File: src/rtl/voq_sched_pkg.sv
package voq_sched_pkg;

  typedef enum logic {
    SVC_LIMITED    = 1'b0,
    SVC_EXHAUSTIVE = 1'b1
  } svc_mode_e;

  // index one past v, wrapping at n
  function automatic int wrap_inc(input int v, input int n);
    return (v + 1 >= n) ? 0 : v + 1;
  endfunction

endpackage

File: src/rtl/voq_rr_pick.sv
module voq_rr_pick #(
  parameter int N = 4,
  localparam int W = (N > 1) ? $clog2(N) : 1
) (
  input  logic [N-1:0] req,
  input  logic [W-1:0] ptr,
  output logic [N-1:0] gnt,
  output logic [W-1:0] idx,
  output logic         any
);

  int c;

  // first requester at or after ptr, wrapping
  always_comb begin
    gnt = '0;
    idx = '0;
    any = 1'b0;
    c   = 0;
    for (int k = 0; k < N; k++) begin
      c = int'(ptr) + k;
      if (c >= N) c = c - N;
      if (!any && req[c]) begin
        any    = 1'b1;
        gnt[c] = 1'b1;
        idx    = W'(c);
      end
    end
  end

endmodule

File: src/rtl/voq_conn_track.sv
module voq_conn_track
  import voq_sched_pkg::*;
#(
  parameter int N     = 4,
  parameter int LIMIT = 4,
  localparam int W  = (N > 1) ? $clog2(N) : 1,
  localparam int CW = $clog2(LIMIT + 1)
) (
  input  logic         clk,
  input  logic         rst,
  input  logic         exh_mode,
  input  logic [N-1:0] voq_row,
  input  logic         new_vld,
  input  logic [W-1:0] new_dst,
  output logic         conn_vld,
  output logic [W-1:0] conn_dst,
  output logic         hold
);

  logic [CW-1:0] cnt;
  logic          exh;

  assign exh  = (svc_mode_e'(exh_mode) == SVC_EXHAUSTIVE);
  assign hold = conn_vld && voq_row[conn_dst] && (exh || (cnt < CW'(LIMIT)));

  always_ff @(posedge clk) begin
    if (rst) begin
      conn_vld <= 1'b0;
      conn_dst <= '0;
      cnt      <= '0;
    end else if (hold) begin
      if (cnt < CW'(LIMIT)) cnt <= cnt + 1'b1;
    end else if (new_vld) begin
      conn_vld <= 1'b1;
      conn_dst <= new_dst;
      cnt      <= CW'(1);
    end else begin
      conn_vld <= 1'b0;
      cnt      <= '0;
    end
  end

  logic [N-1:0] dst_oh;
  assign dst_oh = N'(1) << conn_dst;

  p_match_nonempty_r2: assert property (@(posedge clk) disable iff (rst)
    conn_vld |-> |($past(voq_row) & dst_oh));

  p_hold_exh_r7: assert property (@(posedge clk) disable iff (rst)
    (exh_mode && conn_vld && voq_row[conn_dst]) |=>
      (conn_vld && conn_dst == $past(conn_dst)));

  p_cnt_bound_r8: assert property (@(posedge clk) disable iff (rst)
    cnt <= CW'(LIMIT));

  p_limit_release_r8: assert property (@(posedge clk) disable iff (rst)
    (!exh_mode && cnt == CW'(LIMIT)) |=> (cnt <= CW'(1)));

endmodule

File: src/rtl/voq_match_sched.sv
module voq_match_sched
  import voq_sched_pkg::*;
#(
  parameter int N     = 4,
  parameter int LIMIT = 4,
  localparam int W = (N > 1) ? $clog2(N) : 1
) (
  input  logic           clk,
  input  logic           rst,
  input  logic           exh_mode,
  input  logic [N*N-1:0] voq_nonempty,
  output logic [N-1:0]   match_vld,
  output logic [N*W-1:0] match_dst,
  output logic           any_match
);

  logic [N-1:0] hold, cvld, out_busy;
  logic [W-1:0] cdst [N];
  logic [N-1:0] rq_col [N];
  logic [N-1:0] gcol   [N];
  logic [N-1:0] grow   [N];
  logic [N-1:0] arow   [N];
  logic [W-1:0] gidx   [N];
  logic [W-1:0] aidx   [N];
  logic [W-1:0] gptr   [N];
  logic [W-1:0] aptr   [N];
  logic [N-1:0] gany, aany, out_won;
  logic [N-1:0] conn_col [N];

  // outputs reserved by held pairs
  always_comb begin
    out_busy = '0;
    for (int i = 0; i < N; i++)
      if (hold[i]) out_busy[cdst[i]] = 1'b1;
  end

  // request phase, viewed per output
  always_comb begin
    for (int j = 0; j < N; j++)
      for (int i = 0; i < N; i++)
        rq_col[j][i] = voq_nonempty[i*N+j] & ~hold[i] & ~out_busy[j];
  end

  // grants transposed to per input rows
  always_comb begin
    for (int i = 0; i < N; i++)
      for (int j = 0; j < N; j++)
        grow[i][j] = gcol[j][i];
  end

  // output wins when its granted input accepts it
  always_comb begin
    for (int j = 0; j < N; j++)
      out_won[j] = gany[j] && arow[gidx[j]][j];
  end

  for (genvar g = 0; g < N; g++) begin : g_port
    voq_rr_pick #(.N(N)) u_grant (
      .req(rq_col[g]), .ptr(gptr[g]),
      .gnt(gcol[g]), .idx(gidx[g]), .any(gany[g])
    );
    voq_rr_pick #(.N(N)) u_accept (
      .req(grow[g]), .ptr(aptr[g]),
      .gnt(arow[g]), .idx(aidx[g]), .any(aany[g])
    );
    voq_conn_track #(.N(N), .LIMIT(LIMIT)) u_conn (
      .clk(clk), .rst(rst), .exh_mode(exh_mode),
      .voq_row(voq_nonempty[g*N +: N]),
      .new_vld(aany[g]), .new_dst(aidx[g]),
      .conn_vld(cvld[g]), .conn_dst(cdst[g]), .hold(hold[g])
    );
    assign match_dst[g*W +: W] = cdst[g];
  end

  always_ff @(posedge clk) begin
    if (rst) begin
      for (int k = 0; k < N; k++) begin
        gptr[k] <= '0;
        aptr[k] <= '0;
      end
    end else begin
      for (int k = 0; k < N; k++) begin
        if (out_won[k]) gptr[k] <= W'(wrap_inc(int'(gidx[k]), N));
        if (aany[k])    aptr[k] <= W'(wrap_inc(int'(aidx[k]), N));
      end
    end
  end

  assign match_vld = cvld;
  assign any_match = |cvld;

  // registered connections seen per output
  always_comb begin
    for (int j = 0; j < N; j++)
      for (int i = 0; i < N; i++)
        conn_col[j][i] = cvld[i] && (cdst[i] == W'(j));
  end

  for (genvar a = 0; a < N; a++) begin : g_chk
    p_out_excl_r6: assert property (@(posedge clk) disable iff (rst)
      $onehot0(conn_col[a]));

    p_gptr_still_r4: assert property (@(posedge clk) disable iff (rst)
      !out_won[a] |=> gptr[a] == $past(gptr[a]));

    p_held_masked_r9: assert property (@(posedge clk) disable iff (rst)
      hold[a] |-> (grow[a] == '0));
  end

endmodule

File: config.mk
export PLATFORM = sky130hd
export DESIGN_NAME = voq_match_sched
export DESIGN_NICKNAME = d
export VERILOG_FILES = /design/src/rtl/voq_sched_pkg.sv /design/src/rtl/voq_rr_pick.sv /design/src/rtl/voq_conn_track.sv /design/src/rtl/voq_match_sched.sv
export SDC_FILE = /design/constraint.sdc
export NUM_CORES = 1
export LEC_CHECK = 0
export BUFFER_PORTS_ARGS = -buffer_cell sky130_fd_sc_hd__buf_2
export CORE_MARGIN = 4
export CORE_UTILIZATION = 45
export DETAILED_ROUTE_END_ITERATION = 10
export GPL_ROUTABILITY_DRIVEN = 1
export GPL_TIMING_DRIVEN = 0
export PLACE_DENSITY = 0.7
export SLEW_MARGIN = 20
export SYNTH_ARGS = -nofsm -noshare
export SYNTH_HDL_FRONTEND = slang
export SYNTH_HIERARCHICAL = 1
export SYNTH_SLANG_ARGS = --single-unit
File: constraint.sdc
create_clock -name clk -period 6.3 [get_ports clk]
set_clock_uncertainty 0.05 [all_clocks]
set_input_delay 0 -clock clk [delete_from_list [all_inputs] [get_ports clk]]
set_output_delay 0 -clock clk [all_outputs]
set_load 0.01 [all_outputs]
Yosys cells after proc, flatten, opt, wreduce, memory -nomap -nowiden
Memory sizes are Yosys's and may differ from the RTL's.
Index checks and enable logic that the tools add are counted.
{"block": "op_classes", "magnitude_cmp": 120, "n_mul": 0, "shift": 0, "eq_ne": 4, "n_reduce_logical": 105, "div_mod_pow": 0, "n_mux": 374, "bitwise": 79, "n_addsub": 68}
{"operator": "32-bit by 1-bit greater-or-equal comparator with 1-bit output (second input constant)", "count": 32}
{"operator": "32-bit by 4-bit < comparator with 1-bit output (second input constant)", "count": 32}
{"operator": "32-bit 2-to-1 mux", "count": 32}
{"operator": "32-bit by 4-bit greater-or-equal comparator with 1-bit output (second input constant)", "count": 24}
{"operator": "32-bit by 4-bit subtractor with 32-bit output (second input constant)", "count": 24}
{"operator": "1-bit 2-to-1 mux", "count": 168}
{"operator": "4-bit 2-to-1 mux", "count": 38}
{"operator": "4-bit bitwise OR", "count": 27}
{"operator": "2-bit 2-to-1 mux", "count": 50}
{"operator": "1-bit binary-select mux with 2-bit select", "count": 36}
{"operator": "1-bit demux with 2-bit select", "count": 36}
{"operator": "1-bit logical AND", "count": 72}
{"operator": "2-bit by 1-bit adder with 3-bit output (second input constant)", "count": 16}
{"operator": "2-bit by 2-bit adder with 3-bit output (second input constant)", "count": 16}
{"operator": "3-bit greater-or-equal comparator (second input constant)", "count": 12}
{"operator": "1-bit AND", "count": 32}
{"operator": "4-bit binary-select mux with 2-bit select", "count": 4}
{"operator": "2-bit by 3-bit subtractor with 4-bit output (second input constant)", "count": 8}
{"operator": "3-bit 2-to-1 mux", "count": 10}
{"operator": "2-bit by 3-bit greater-or-equal comparator with 1-bit output (second input constant)", "count": 8}
{"operator": "1-bit logical NOT", "count": 24}
{"operator": "3-bit by 1-bit adder with 3-bit output (second input constant)", "count": 4}
{"operator": "2-bit by 3-bit < comparator with 1-bit output (second input constant)", "count": 4}
{"operator": "3-bit < comparator (second input constant)", "count": 4}
{"operator": "8 further kinds", "count": 37}
{"block": "totals", "ramBits": 16, "memories": 2, "register_bits": 24, "rom_bits": 0, "latch_bits": 0}
{"memory": "aptr", "depth": 4, "word_bits": 2, "read_ports": 4, "rd_clocked_by_memory_dff": 0, "wr": 4, "line_no": "voq_match_sched.sv:26", "rtl": "logic [W-1:0] aptr [N];"}
{"memory": "gptr", "depth": 4, "word_bits": 2, "read_ports": 4, "rd_clocked_by_memory_dff": 0, "wr": 4, "line_no": "voq_match_sched.sv:25", "rtl": "logic [W-1:0] gptr [N];"}

Logic depth before layout (Yosys ltp)
{"block": "logic_depth", "word_depth": 47, "ltp_mapped": 20, "ltp_nobuf": 17}

Modules after synthesis
The synthesis kept the hierarchy.
{"mod": "voq_rr_pick", "cells_each": 48, "instances": 8, "area_each_um2": 460.4, "seq_area_each_um2": 0.0}
{"mod": "voq_match_sched", "cells_each": 115, "instances": 1, "area_each_um2": 1242.4, "seq_area_each_um2": 480.5}
{"mod": "voq_conn_track", "cells_each": 27, "instances": 4, "area_each_um2": 301.5, "seq_area_each_um2": 120.1}

Least setup slack after synthesis
Ideal clock, no wire load.
{"block": "synth_timing", "kind": "reg2reg", "start": "register g_port[0].u_conn.conn_dst[0]", "end": "memory aptr[0][1] in the netlist's numbering, data pin", "synth_period_minus_slack_ps": 5242, "path_slack_ps": 1058, "path_stages_with_launch": 19, "arrival_time_ps": 5017, "t_required_ps": 6075, "path_buffers": 2, "setup_ps": 175, "path_cell_list": "dfxtp_1 -> mux4_2 -> nand3_1 -> inv_1 -> buf_6 -> nor3b_1 -> or4_4 -> nor3b_2 -> mux4_2 -> buf_6 -> and2b_2 -> a22oi_1 -> o21ai_0 -> mux4_1 -> nor4b_4 -> nor2_1 -> a32o_1 -> ha_1 -> nor4bb_1"}
{"item": "start, declared", "line_no": "voq_conn_track.sv:16", "rtl": "output logic [W-1:0] conn_dst,"}
{"item": "start signal, assigned", "line_no": "voq_conn_track.sv:35", "rtl": "conn_dst <= new_dst;"}
{"item": "end, declared", "line_no": "voq_match_sched.sv:26"}

==> key figures <==
Logic synthesis
  – Number of synthesized flops with an enable pin: 16
  – Top-count cell post-synth: ha_1
  – Synth unique cells: 44
  – Yosys top cell by area: ha_1
  – Synthesized cell area: between 0.006 and 0.007 mm^2
  – Most area-consuming cells after synthesis: ha_1 16%, mux4_1 10%, dfxtp_1 7.8%
  – Top cells by count, synth: 76 x ha_1, 64 x a22oi_1, 40 x inv_1, 40 x o21ai_0, 28 x mux2i_1
  – Warnings, synthesis: 6
  – Mean area per synthesized cell: 10.1 um^2
  – Post-synth top flop: dfxtp_1
  – Synth Net Count: 702
  – FF+latch count, synth: 40
  – Sequential area share after synthesis: 0.157
  – Yosys top cell area share: 0.155
  – Mapped Cells: 607
  – Ys async rst share: 0

Setup path
  – R2r endpoint: gptr[0][0]$_SDFFCE_PP0P_
  – R2r setup slk: 290 ps
  – RR Startpoint: g_port[3].u_conn/conn_dst[0]$_SDFFE_PP0P_
  – CP Data Required Time: between 6000 and 7000 ps
  – Max incr delay on CP: 610 ps
  – Worst Reg-to-Reg Cells: 19
  – Slowest CP cell: mux4_2
  – Crit path DAT: 6000 ps
  – Crit path to: gptr[0][0]$_SDFFCE_PP0P_
  – Crit. path cell count: 19
  – Family with the most delay on the worst path: simple AND/OR/NAND/NOR gates
  – WS Path Type: reg -> reg
  – Most frequent CP cell: mux4_2
  – Cell Chain, Critical Path: mux4_2, nand3_1, inv_1, clkbuf_1, nor3b_1, or4_4, nor3b_4, mux4_2, buf_6, and2b_2, a22oi_1, o21ai_1, mux4_2, clkbuf_1, a22oi_1, o21ai_0, mux2i_2, o22ai_1, or2_2
  – CP endpoint kind: register
  – CP max FO: 10
  – Setup crit start kind: register
  – WP buf/inv: 4
  – Crit path from: g_port[3].u_conn/conn_dst[0]$_SDFFE_PP0P_

Timing
  – Hold Vio Cnt, Final: 0
  – Minimum clock period: about 6000 ps
  – WHS: about 190 ps
  – Post-route setup TNS: 0 ps
  – Worst-Margin Slew: a little under 800 ps
  – Tcrit/Tclk final: 0.954
  – Max Slew Vio Count: 0
  – Worst rel slew slack: 0.472
  – Final setup fails: 0
  – FMAX: 0.166 GHz

GRT
  – Initial antenna violation count: 0
  – GR Overflow Total: 0
  – Total GRT Usage: 0.178
  – Vias in the first global route: 4,835
  – First-pass GRT wire length: 23,600 um
  – Largest net degree at the start of global routing: 38

Finish
  – Reg area: 962 um^2
  – Layout cells sized above 1: 0.235
  – Layout fillers: 1,182
  – Nets: 746
  – Design area: 0.00679 mm^2
  – Multi-input gate area: 0.00487 mm^2
  – Fin cells: 828
  – Area growth, synth to finish: 10.8%
  – ANT cells: 0

Flow run
  – MaxCap Viol Count: 0

Drt
  – DR iter-0 viols: 472
  – Vias per cell: about 6.3
  – DRC viols: 0
  – Final WL: between 10,000 and 15,000 um
  – Remaining antenna violation count after routing: 0
  – Drt first pass iters: 5
  – Avg WL per Cell: 17.5 um
  – Via count: 5,182

Floorplan
  – Initial Util: 0.461
  – Die Y: 125 um
  – Core ar.: around 0.013 mm^2
  – Die Span X: 125 um
  – Num rows: 42
  – IO Count: 32
  – Die Area: roughly 0.016 mm^2

Placement
  – PortBufs: 31
  – Gpl congestion: 0.917
  – Placed cells: 814
  – Area after DPL: 0.00651 mm^2
  – HPWL Detailed: approximately 11,000 um

Clock tree
  – Clock sinks: 40
  – Worst-path clk slew: 60 ps
  – CTS root buffer: clkbuf_16
  – Worst-skew pair later-pin latency: 280 ps
  – TritonCTS Buffers: 5
  – Hold buffers post-CTS: 0
  – TritonCTS clock tree: yes
  – Clock buffer depth: 2
  – H-tree Lvls: 2

Hold path
  – Worst min path class: in -> reg

Run status
  – Status: completed
## sequential cells by signal, indices dropped and copies added, names as in the netlist
signal	cells
g_port.u_conn/conn_dst	8
gptr	8
g_port.u_conn/cnt	12
g_port.u_conn/conn_vld	4
aptr	8
## layout by cell type, fill, tap and decap left out, types with 10 or more instances in the layout
| cell type | instances |
|---|---|
| a21oi_1 | 12 |
| a22oi_1 | 64 |
| buf_2 | 32 |
| buf_6 | 17 |
| clkbuf_1 | 10 |
| dfxtp_1 | 23 |
| edfxtp_1 | 16 |
| ha_1 | 76 |
| inv_1 | 40 |
| mux2_2 | 16 |
| mux2i_1 | 27 |
| mux4_1 | 20 |
| mux4_2 | 16 |
| nand2_1 | 13 |
| nand2b_1 | 24 |
| nor2_1 | 24 |
| nor3_1 | 16 |
| nor3b_2 | 10 |
| nor4_1 | 11 |
| o21ai_0 | 34 |
## repair_timing
item / in CTS / in global routing
hold endpoints to repair: 0 / 0
endpoints found under the setup margin: 0 / 21
resized for setup: 0 / 35
setup buffers: 0 / 6
## routing by layer
| metal | vias up | global-route usage | part of all wire |
|---|---|---|---|
| li1 | 2496 | - | - |
| met1 | 2494 | 0.242 | 0.45 |
| met2 | 164 | 0.302 | 0.48 |
| met3 | 28 | 0.0150 | 0.039 |
| met4 | 0 | 0.0484 | 0.031 |
| met5 | - | 0 | 0 |
## worst min path at each step
| stage | from | to | slack (ps) | cells past startpoint |
|---|---|---|---|---|
| 2_1_floorplan | rst | g_port[0].u_conn/conn_vld$_SDFFE_PP0N_ | 20 | 1 |
| 3_3_place_gp | g_port[0].u_conn/conn_dst[1]$_SDFFE_PP0P_ | match_dst[1] | 460 | 1 |
| 3_5_place_dp | g_port[0].u_conn/conn_dst[1]$_SDFFE_PP0P_ | match_dst[1] | 450 | 1 |
| 4_1_cts | rst | g_port[3].u_conn/conn_vld$_SDFFE_PP0N_ | 200 | 2 |
| 5_1_grt | rst | g_port[1].u_conn/conn_vld$_SDFFE_PP0N_ | 250 | 2 |
| 6_report | rst | g_port[3].u_conn/conn_vld$_SDFFE_PP0N_ | 190 | 2 |
## area by class of cell
cell class,instances,share of cell area
Multi-Input combinational cell,497,0.717
Sequential cell,40,0.142
Buffer,30,0.0361
Tap cell,176,0.0324
Timing Repair Buffer,37,0.0295
Inverter,40,0.0221
Clock buffer,6,0.0190
Clock inverter,2,0.00221
## cells by family after synthesis
group                    count (synthesis)  share of synthesized area
AND/OR/NAND/NOR                        176                      0.206
AO/OA/AOI/OAI                          161                      0.191
multiplexers                            80                      0.222
adder cells (fa/ha/maj)                 76                      0.155
buffers and inverters                   70                     0.0641
flip-flops                              40                      0.157
XOR/XNOR                                 4                    0.00571
## stage by stage
stage           util  worst slack [ps]
6_report       0.511               288
5_1_grt        0.511             -36.9
4_1_cts        0.500              14.3
3_5_place_dp   0.489              39.5
3_3_place_gp   0.489               184
2_1_floorplan      -              1060
Power is not shown: default switching activity piles up to over one toggle a cycle in this logic, so the estimate is an artifact.
